==> src/rtl/rx_len_seq_pkg.sv <==
package rx_len_seq_pkg;

    typedef enum logic [1:0] {
        XK_IDLE  = 2'd0,
        XK_SHORT = 2'd1,
        XK_LONG  = 2'd2
    } xfer_kind_e;

    localparam int unsigned FLAG_SHORT = 0;
    localparam int unsigned FLAG_LONG  = 1;
    localparam int unsigned NUM_FLAGS  = 2;

    localparam logic [1:0] ACK_NONE  = 2'd0;
    localparam logic [1:0] ACK_LONG  = 2'd2;
    localparam logic [1:0] ACK_SHORT = 2'd3;

    typedef struct packed {
        logic long_req;
        logic short_req;
    } arm_req_t;

    function automatic logic [1:0] ack_encode(arm_req_t r);
        if (r.short_req)     return ACK_SHORT;
        else if (r.long_req) return ACK_LONG;
        else                 return ACK_NONE;
    endfunction

endpackage

==> src/rtl/rx_len_sequencer.sv <==
module rx_len_sequencer
    import rx_len_seq_pkg::*;
#(
    parameter int unsigned SHORT_BEATS = 1,
    parameter int unsigned LONG_BEATS  = 4
) (
    input  logic clk,
    input  logic rst,
    input  logic grant_i,
    input  logic long_sel_i,
    output logic idle_o,
    output logic is_long_o,
    output logic start_o,
    output logic done_short_o,
    output logic done_long_o,
    output logic strobe_win_o
);
    localparam int unsigned CW = $clog2(LONG_BEATS + 1);
    localparam logic [CW-1:0] SHORT_LAST = CW'(SHORT_BEATS);
    localparam logic [CW-1:0] LONG_LAST  = CW'(LONG_BEATS);

    xfer_kind_e     kind_q, kind_d;
    logic [CW-1:0]  beat_q, beat_d;
    logic           last_beat;

    assign idle_o    = (kind_q == XK_IDLE);
    assign is_long_o = (kind_q == XK_LONG);
    assign start_o   = idle_o && grant_i;
    assign last_beat = ((kind_q == XK_SHORT) && (beat_q == SHORT_LAST)) ||
                       ((kind_q == XK_LONG)  && (beat_q == LONG_LAST));
    assign done_short_o = (kind_q == XK_SHORT) && last_beat;
    assign done_long_o  = (kind_q == XK_LONG)  && last_beat;
    assign strobe_win_o = (kind_q == XK_LONG) && (beat_q < LONG_LAST);

    always_comb begin
        kind_d = kind_q;
        beat_d = beat_q;
        if (idle_o) begin
            if (grant_i) begin
                kind_d = long_sel_i ? XK_LONG : XK_SHORT;
                beat_d = CW'(1);
            end
        end else if (last_beat) begin
            kind_d = XK_IDLE;
            beat_d = '0;
        end else begin
            beat_d = beat_q + CW'(1);
        end
    end

    always_ff @(posedge clk) begin
        if (rst) begin
            kind_q <= XK_IDLE;
            beat_q <= '0;
        end else begin
            kind_q <= kind_d;
            beat_q <= beat_d;
        end
    end

    assert_grant_leaves_idle_R2: assert property (@(posedge clk) disable iff (rst)
        (idle_o && grant_i) |=> !idle_o);
    assert_short_one_beat_R2: assert property (@(posedge clk) disable iff (rst)
        (idle_o && grant_i && !long_sel_i) |=> !idle_o ##1 idle_o);
    assert_long_keeps_running_R3: assert property (@(posedge clk) disable iff (rst)
        (is_long_o && (beat_q < LONG_LAST)) |=> is_long_o);
    assert_kind_stable_R4: assert property (@(posedge clk) disable iff (rst)
        !idle_o |=> (idle_o || $stable(kind_q)));
    assert_idle_holds_R11: assert property (@(posedge clk) disable iff (rst)
        (idle_o && !grant_i) |=> idle_o);

endmodule

==> src/rtl/rx_arm_flag.sv <==
module rx_arm_flag (
    input  logic clk,
    input  logic rst,
    input  logic req_i,
    input  logic start_i,
    input  logic done_i,
    output logic flag_o,
    output logic tag_o
);
    logic pend_q;
    logic flag_q;
    logic tag_q;

    always_ff @(posedge clk) begin
        if (rst) begin
            pend_q <= 1'b0;
            flag_q <= 1'b0;
            tag_q  <= 1'b0;
        end else begin
            pend_q <= req_i;
            if (start_i)
                tag_q <= flag_q;
            if (pend_q)
                flag_q <= 1'b1;
            else if (done_i && tag_q)
                flag_q <= 1'b0;
        end
    end

    assign flag_o = flag_q;
    assign tag_o  = tag_q;

    assert_set_wins_R12: assert property (@(posedge clk) disable iff (rst)
        pend_q |=> flag_q);
    assert_untagged_keeps_R9: assert property (@(posedge clk) disable iff (rst)
        (flag_q && !tag_q) |=> flag_q);
    assert_no_spurious_set_R6: assert property (@(posedge clk) disable iff (rst)
        (!flag_q && !pend_q) |=> !flag_q);

endmodule

==> src/rtl/rx_ack_encoder.sv <==
module rx_ack_encoder
    import rx_len_seq_pkg::*;
(
    input  logic       clk,
    input  logic       rst,
    input  arm_req_t   req_i,
    output logic [1:0] code_o
);
    logic [1:0] code_q;

    always_ff @(posedge clk) begin
        if (rst) code_q <= ACK_NONE;
        else     code_q <= ack_encode(req_i);
    end

    assign code_o = code_q;

    assert_ack_pulse_R6: assert property (@(posedge clk) disable iff (rst)
        ((req_i.short_req || req_i.long_req) == 1'b0) |=> (code_q == ACK_NONE));

endmodule

==> src/rtl/rx_len_seq.sv <==
module rx_len_seq
    import rx_len_seq_pkg::*;
#(
    parameter int unsigned SHORT_BEATS = 1,
    parameter int unsigned LONG_BEATS  = 4
) (
    input  logic       clk,
    input  logic       rst,
    input  logic       grant_i,
    input  logic       long_sel_i,
    input  logic       arm_short_i,
    input  logic       arm_long_i,
    output logic       idle_o,
    output logic       hdr_long_o,
    output logic       short_armed_o,
    output logic       long_armed_o,
    output logic [1:0] ack_code_o,
    output logic       data_strobe_o
);
    logic is_long, start, done_short, done_long, strobe_win;
    logic [NUM_FLAGS-1:0] req_vec, done_vec, flag_vec, tag_vec;
    arm_req_t arm_req;

    assign arm_req.short_req = arm_short_i;
    assign arm_req.long_req  = arm_long_i;

    rx_len_sequencer #(
        .SHORT_BEATS (SHORT_BEATS),
        .LONG_BEATS  (LONG_BEATS)
    ) u_seq (
        .clk          (clk),
        .rst          (rst),
        .grant_i      (grant_i),
        .long_sel_i   (long_sel_i),
        .idle_o       (idle_o),
        .is_long_o    (is_long),
        .start_o      (start),
        .done_short_o (done_short),
        .done_long_o  (done_long),
        .strobe_win_o (strobe_win)
    );

    assign req_vec[FLAG_SHORT]  = arm_short_i;
    assign req_vec[FLAG_LONG]   = arm_long_i;
    assign done_vec[FLAG_SHORT] = done_short;
    assign done_vec[FLAG_LONG]  = done_long;

    for (genvar i = 0; i < NUM_FLAGS; i++) begin : g_flag
        rx_arm_flag u_flag (
            .clk     (clk),
            .rst     (rst),
            .req_i   (req_vec[i]),
            .start_i (start),
            .done_i  (done_vec[i]),
            .flag_o  (flag_vec[i]),
            .tag_o   (tag_vec[i])
        );
    end

    rx_ack_encoder u_ack (
        .clk    (clk),
        .rst    (rst),
        .req_i  (arm_req),
        .code_o (ack_code_o)
    );

    assign short_armed_o = flag_vec[FLAG_SHORT];
    assign long_armed_o  = flag_vec[FLAG_LONG];
    assign hdr_long_o    = idle_o ? long_sel_i : is_long;
    assign data_strobe_o = strobe_win && tag_vec[FLAG_LONG];

    assert_hdr_held_R4: assert property (@(posedge clk) disable iff (rst)
        !idle_o |=> (idle_o || $stable(hdr_long_o)));
    assert_strobe_context_R10: assert property (@(posedge clk) disable iff (rst)
        data_strobe_o |-> (!idle_o && hdr_long_o && long_armed_o));
    assert_short_ack_sets_R6: assert property (@(posedge clk) disable iff (rst)
        (ack_code_o == ACK_SHORT) |=> short_armed_o);
    assert_long_ack_sets_R6: assert property (@(posedge clk) disable iff (rst)
        (ack_code_o == ACK_LONG) |=> long_armed_o);
    assert_short_not_by_long_R7: assert property (@(posedge clk) disable iff (rst)
        (short_armed_o && !done_short) |=> short_armed_o);
    assert_long_not_by_short_R8: assert property (@(posedge clk) disable iff (rst)
        (long_armed_o && !done_long) |=> long_armed_o);

endmodule

==> config.mk <==
export PLATFORM = sky130hd
export DESIGN_NAME = rx_len_seq
export DESIGN_NICKNAME = d
export VERILOG_FILES = /design/src/rtl/rx_len_seq_pkg.sv /design/src/rtl/rx_len_sequencer.sv /design/src/rtl/rx_arm_flag.sv /design/src/rtl/rx_ack_encoder.sv /design/src/rtl/rx_len_seq.sv
export SDC_FILE = /design/constraint.sdc
export NUM_CORES = 1
export LEC_CHECK = 0
export BUFFER_PORTS_ARGS = -buffer_cell sky130_fd_sc_hd__buf_2
export CAP_MARGIN = 20
export CORE_MARGIN = 2
export CORE_UTILIZATION = 40
export DETAILED_ROUTE_END_ITERATION = 10
export GPL_ROUTABILITY_DRIVEN = 0
export HOLD_SLACK_MARGIN = 0.03
export PLACE_DENSITY = 0.75
export SYNTH_ARGS = -nofsm -noshare
export SYNTH_HDL_FRONTEND = slang
export SYNTH_HIERARCHICAL = 1
export SYNTH_SLANG_ARGS = --single-unit
==> constraint.sdc <==
create_clock -name clk -period 1.26 [get_ports clk]
set_input_delay 0 -clock clk [delete_from_list [all_inputs] [get_ports clk]]
set_output_delay 0 -clock clk [all_outputs]
set_load 0.01 [all_outputs]
==> impl_metrics.ini <==
[outcome]
status = finished with violations
violations = setup timing

[clock_network]
h-tree-depth = 1
numCtsBuffers = 3
cts_tree = yes
cts_buffer_depth = 2
insertion_delay_ns = 0.27
cts-root-buf = clkbuf_4
cts_sinks = 13
clkTransAtPathRegs_ns = 0.08

[sta]
finalSetupViolCount = 2
hold_viol_final = 0
fin_crit_sh_pct = 102.4
min_period_ns = 1.290
fin_ws_ns = -0.03003
max_freq_mhz = 775.2
tightest_slew_ns = 0.3247
skew_ns = 0.009527
slew_headroom_pct = 78.05
rsz0062_at_grt = true
final-max-slew-violation-count = 0

[floorplanning]
pin_count = 13
dieWidth_um = 43.19
row_count = 14
fp.coreArea_sq_um = 1471
die_y_um = 43.19
die_area_sq_um = 1865
start_util_pct = 41.75

[setup_path]
critPathCaptureType = flip-flop
path_class = flip-flop to flip-flop
r2r-start = u_seq/beat_q[1]
rrSetupSlack_ns = -0.03
rr_endpoint = u_seq/beat_q[2]
cp_data_arrival_time_ns = 1.45
worstPathMaxFanout = 3
critPathLaunchType = flip-flop
r2r_cells = 6
cp_data_required_time_ns = 1.42

[logic_synthesis]
ys.flop_type = dfxtp_1
avgSynthCellArea_sq_um = 9.751
syn_area_sq_um = 614.3
ys.warnings.count = 6
synth_cell_types = 23
ys_seq_area_share_pct = 42.36
ys_ff_latch = 13
synth_edf_count = 0
synth_nets = 72
synthArstFlopShare_pct = 0
netlist_instances = 63

[final_layout]
layout-drive-gt1-share_pct = 41.38
fin_area_sq_um = 869.6
diodes = 0
fillCellCount = 140
multi_input_area_sq_um = 394.1
ff_latch_area_sq_um = 272.8
fin_nets = 97
synthToLayoutAreaGrowth_pct = 41.55

[placed_design]
postPlaceCellArea_sq_um = 726.9
port_buffers = 12
dp_hpwl_um = 896.6
pre_cts_slack_ns = -0.07369

[power_and_ir_drop]
ir_drop_mv = 0.7642
total_power_uw = 935.3
power.density_nw_per_um2 = 1076
leakage_uw = 0.0003695

[global_route]
grt_max_degree = 14
antenna_found_initial = 0
gr-total-overflow = 0
grt_pass1_wl_mm = 2.070
grt_pass1_vias = 532
grt.total_usage_pct = 14.90

[hold_path]
min_from = grant_i
hp-class = input pin to flip-flop
min_path_cells = 3
min_to = u_seq/kind_q[0]

[flow_run]
cap_violations = 0

[route]
postRouteAntennaNets = 0
drt-total-wl_mm = 1.323
drt-vias-per-instance = 5.136
vias = 529
drt_iter0_drc = 8
wire_per_inst_um = 12.84
drc = 0
drtPass1Iterations = 3
## worst max-delay path, cell delays in order, from the launching register on
cell,delay [ns]
dfxtp_4,0.38
inv_4,0.08
ha_4,0.13
nor2_2,0.03
mux2_4,0.27
a221oi_2,0.24
nor2_1,0.06
## worst max-delay path by stage
stage / from / to / slack (ns) / cells past startpoint
final: u_seq/beat_q[1] / u_seq/beat_q[2] / -0.03 / 6
after global routing: u_seq/beat_q[1] / u_seq/beat_q[2] / -0.09 / 6
after CTS: u_seq/beat_q[0] / u_seq/beat_q[2] / -0.03 / 6
after detailed placement: u_seq/beat_q[0] / u_seq/beat_q[2] / -0.07 / 5
after global placement: u_seq/beat_q[0] / u_seq/beat_q[2] / -0.02 / 5
after floorplan: u_seq/beat_q[0] / u_seq/beat_q[2] / 0.0009 / 6
## repair_timing
action / CTS / global route
buffers inserted: 1 / 0
pin swaps: 2 / 6
endpoints found under the setup margin: 5 / 6
resized for setup: 19 / 5
endpoints found under the hold margin: 5 / 0
hold buffers: 4 / 0
## registers in the layout, indices dropped and copies added, names as in the netlist
signal                count
u_ack/code_o              2
g_flag.u_flag/pend_q      2
u_seq/kind_q              2
u_seq/beat_q              3
g_flag.u_flag/tag_o       2
g_flag.u_flag/flag_o      2
## cells in the mapped netlist, types with 2 or more instances
master | count | area (sq um)
nor2b_1 | 5 | 31.28
inv_1 | 4 | 15.01
nor2_1 | 10 | 37.54
and2_1 | 2 | 12.51
nand3b_1 | 3 | 22.52
ha_1 | 3 | 37.54
mux2i_1 | 2 | 20.02
nand2_1 | 2 | 7.510
a21oi_1 | 2 | 10.01
mux2_2 | 2 | 22.52
a311oi_2 | 2 | 30.03
o21ai_0 | 3 | 15.01
dfxtp_1 | 13 | 260.3
## layout by cell type, fill, tap and decap left out
cell / count
buf_2: 11
dfxtp_1: 9
nor2_1: 8
nor2b_1: 5
dlygate4sd3_1: 4
buf_4: 4
mux2_4: 3
clkbuf_4: 3
nand3b_1: 3
ha_4: 3
dfxtp_4: 3
and2_1: 2
inv_1: 2
a311oi_2: 2
mux2i_1: 2
inv_4: 2
a21oi_1: 2
nand2_1: 2
o21ai_0: 2
clkbuf_1: 1
buf_6: 1
o21ba_1: 1
nand2b_1: 1
nor3b_1: 1
and3_1: 1
and2b_1: 1
nor2_4: 1
nor2_2: 1
nor4b_1: 1
a221oi_2: 1
o21a_1: 1
o21ai_1: 1
a32oi_1: 1
dfxtp_2: 1
## metrics by stage
| step | hold WS [ns] | utilization (%) | setup TNS, ns | cells |
|---|---|---|---|---|
| finish | 0.03896 | 59.10 | -0.03031 | 103 |
| detailed placement | 0.2294 | 49.40 | -0.1136 | 95 |
| global placement | 0.2173 | 49.40 | -0.02201 | 95 |
| CTS | 0.03329 | 58.93 | -0.02882 | 104 |
| global route | 0.05372 | 59.10 | -0.2219 | 103 |
| floorplan | 0.06907 | - | 0 | 63 |
## power by group
part | internal (uW) | total, uW | switching [uW]
Sequential | 438 | 468 | 30.1
Combinational | 116 | 217 | 101
Clock | 122 | 251 | 128
Total | 676 | 935 | 260
## area by class of cell
cell class	count	area share, %
well taps	16	2.302
flip-flops and latches	13	31.37
inverters	4	2.302
repair buffers	20	15.68
clock buffers	4	3.022
multi-input cells	46	45.32
## layer usage
metal / routed length [um] / track usage, % / vias to the layer above
met2: 685 / 27.76 / 12
met4: 5 / 7.273 / 0
met3: 53 / 3.830 / 2
li1: - / - / 265
met1: 578 / 14.88 / 250
met5: 0 / 0 / -
## cells by family after synthesis
| logic type | Yosys count | share of synthesized area, % |
|---|---|---|
| mux | 5 | 9.368 |
| buf+inv | 4 | 2.443 |
| flops | 13 | 42.36 |
| compound gates | 11 | 15.68 |
| fa+ha+maj | 3 | 6.111 |
| simple gates | 27 | 24.04 |
Note: power is estimated with default switching activity, not from simulation.
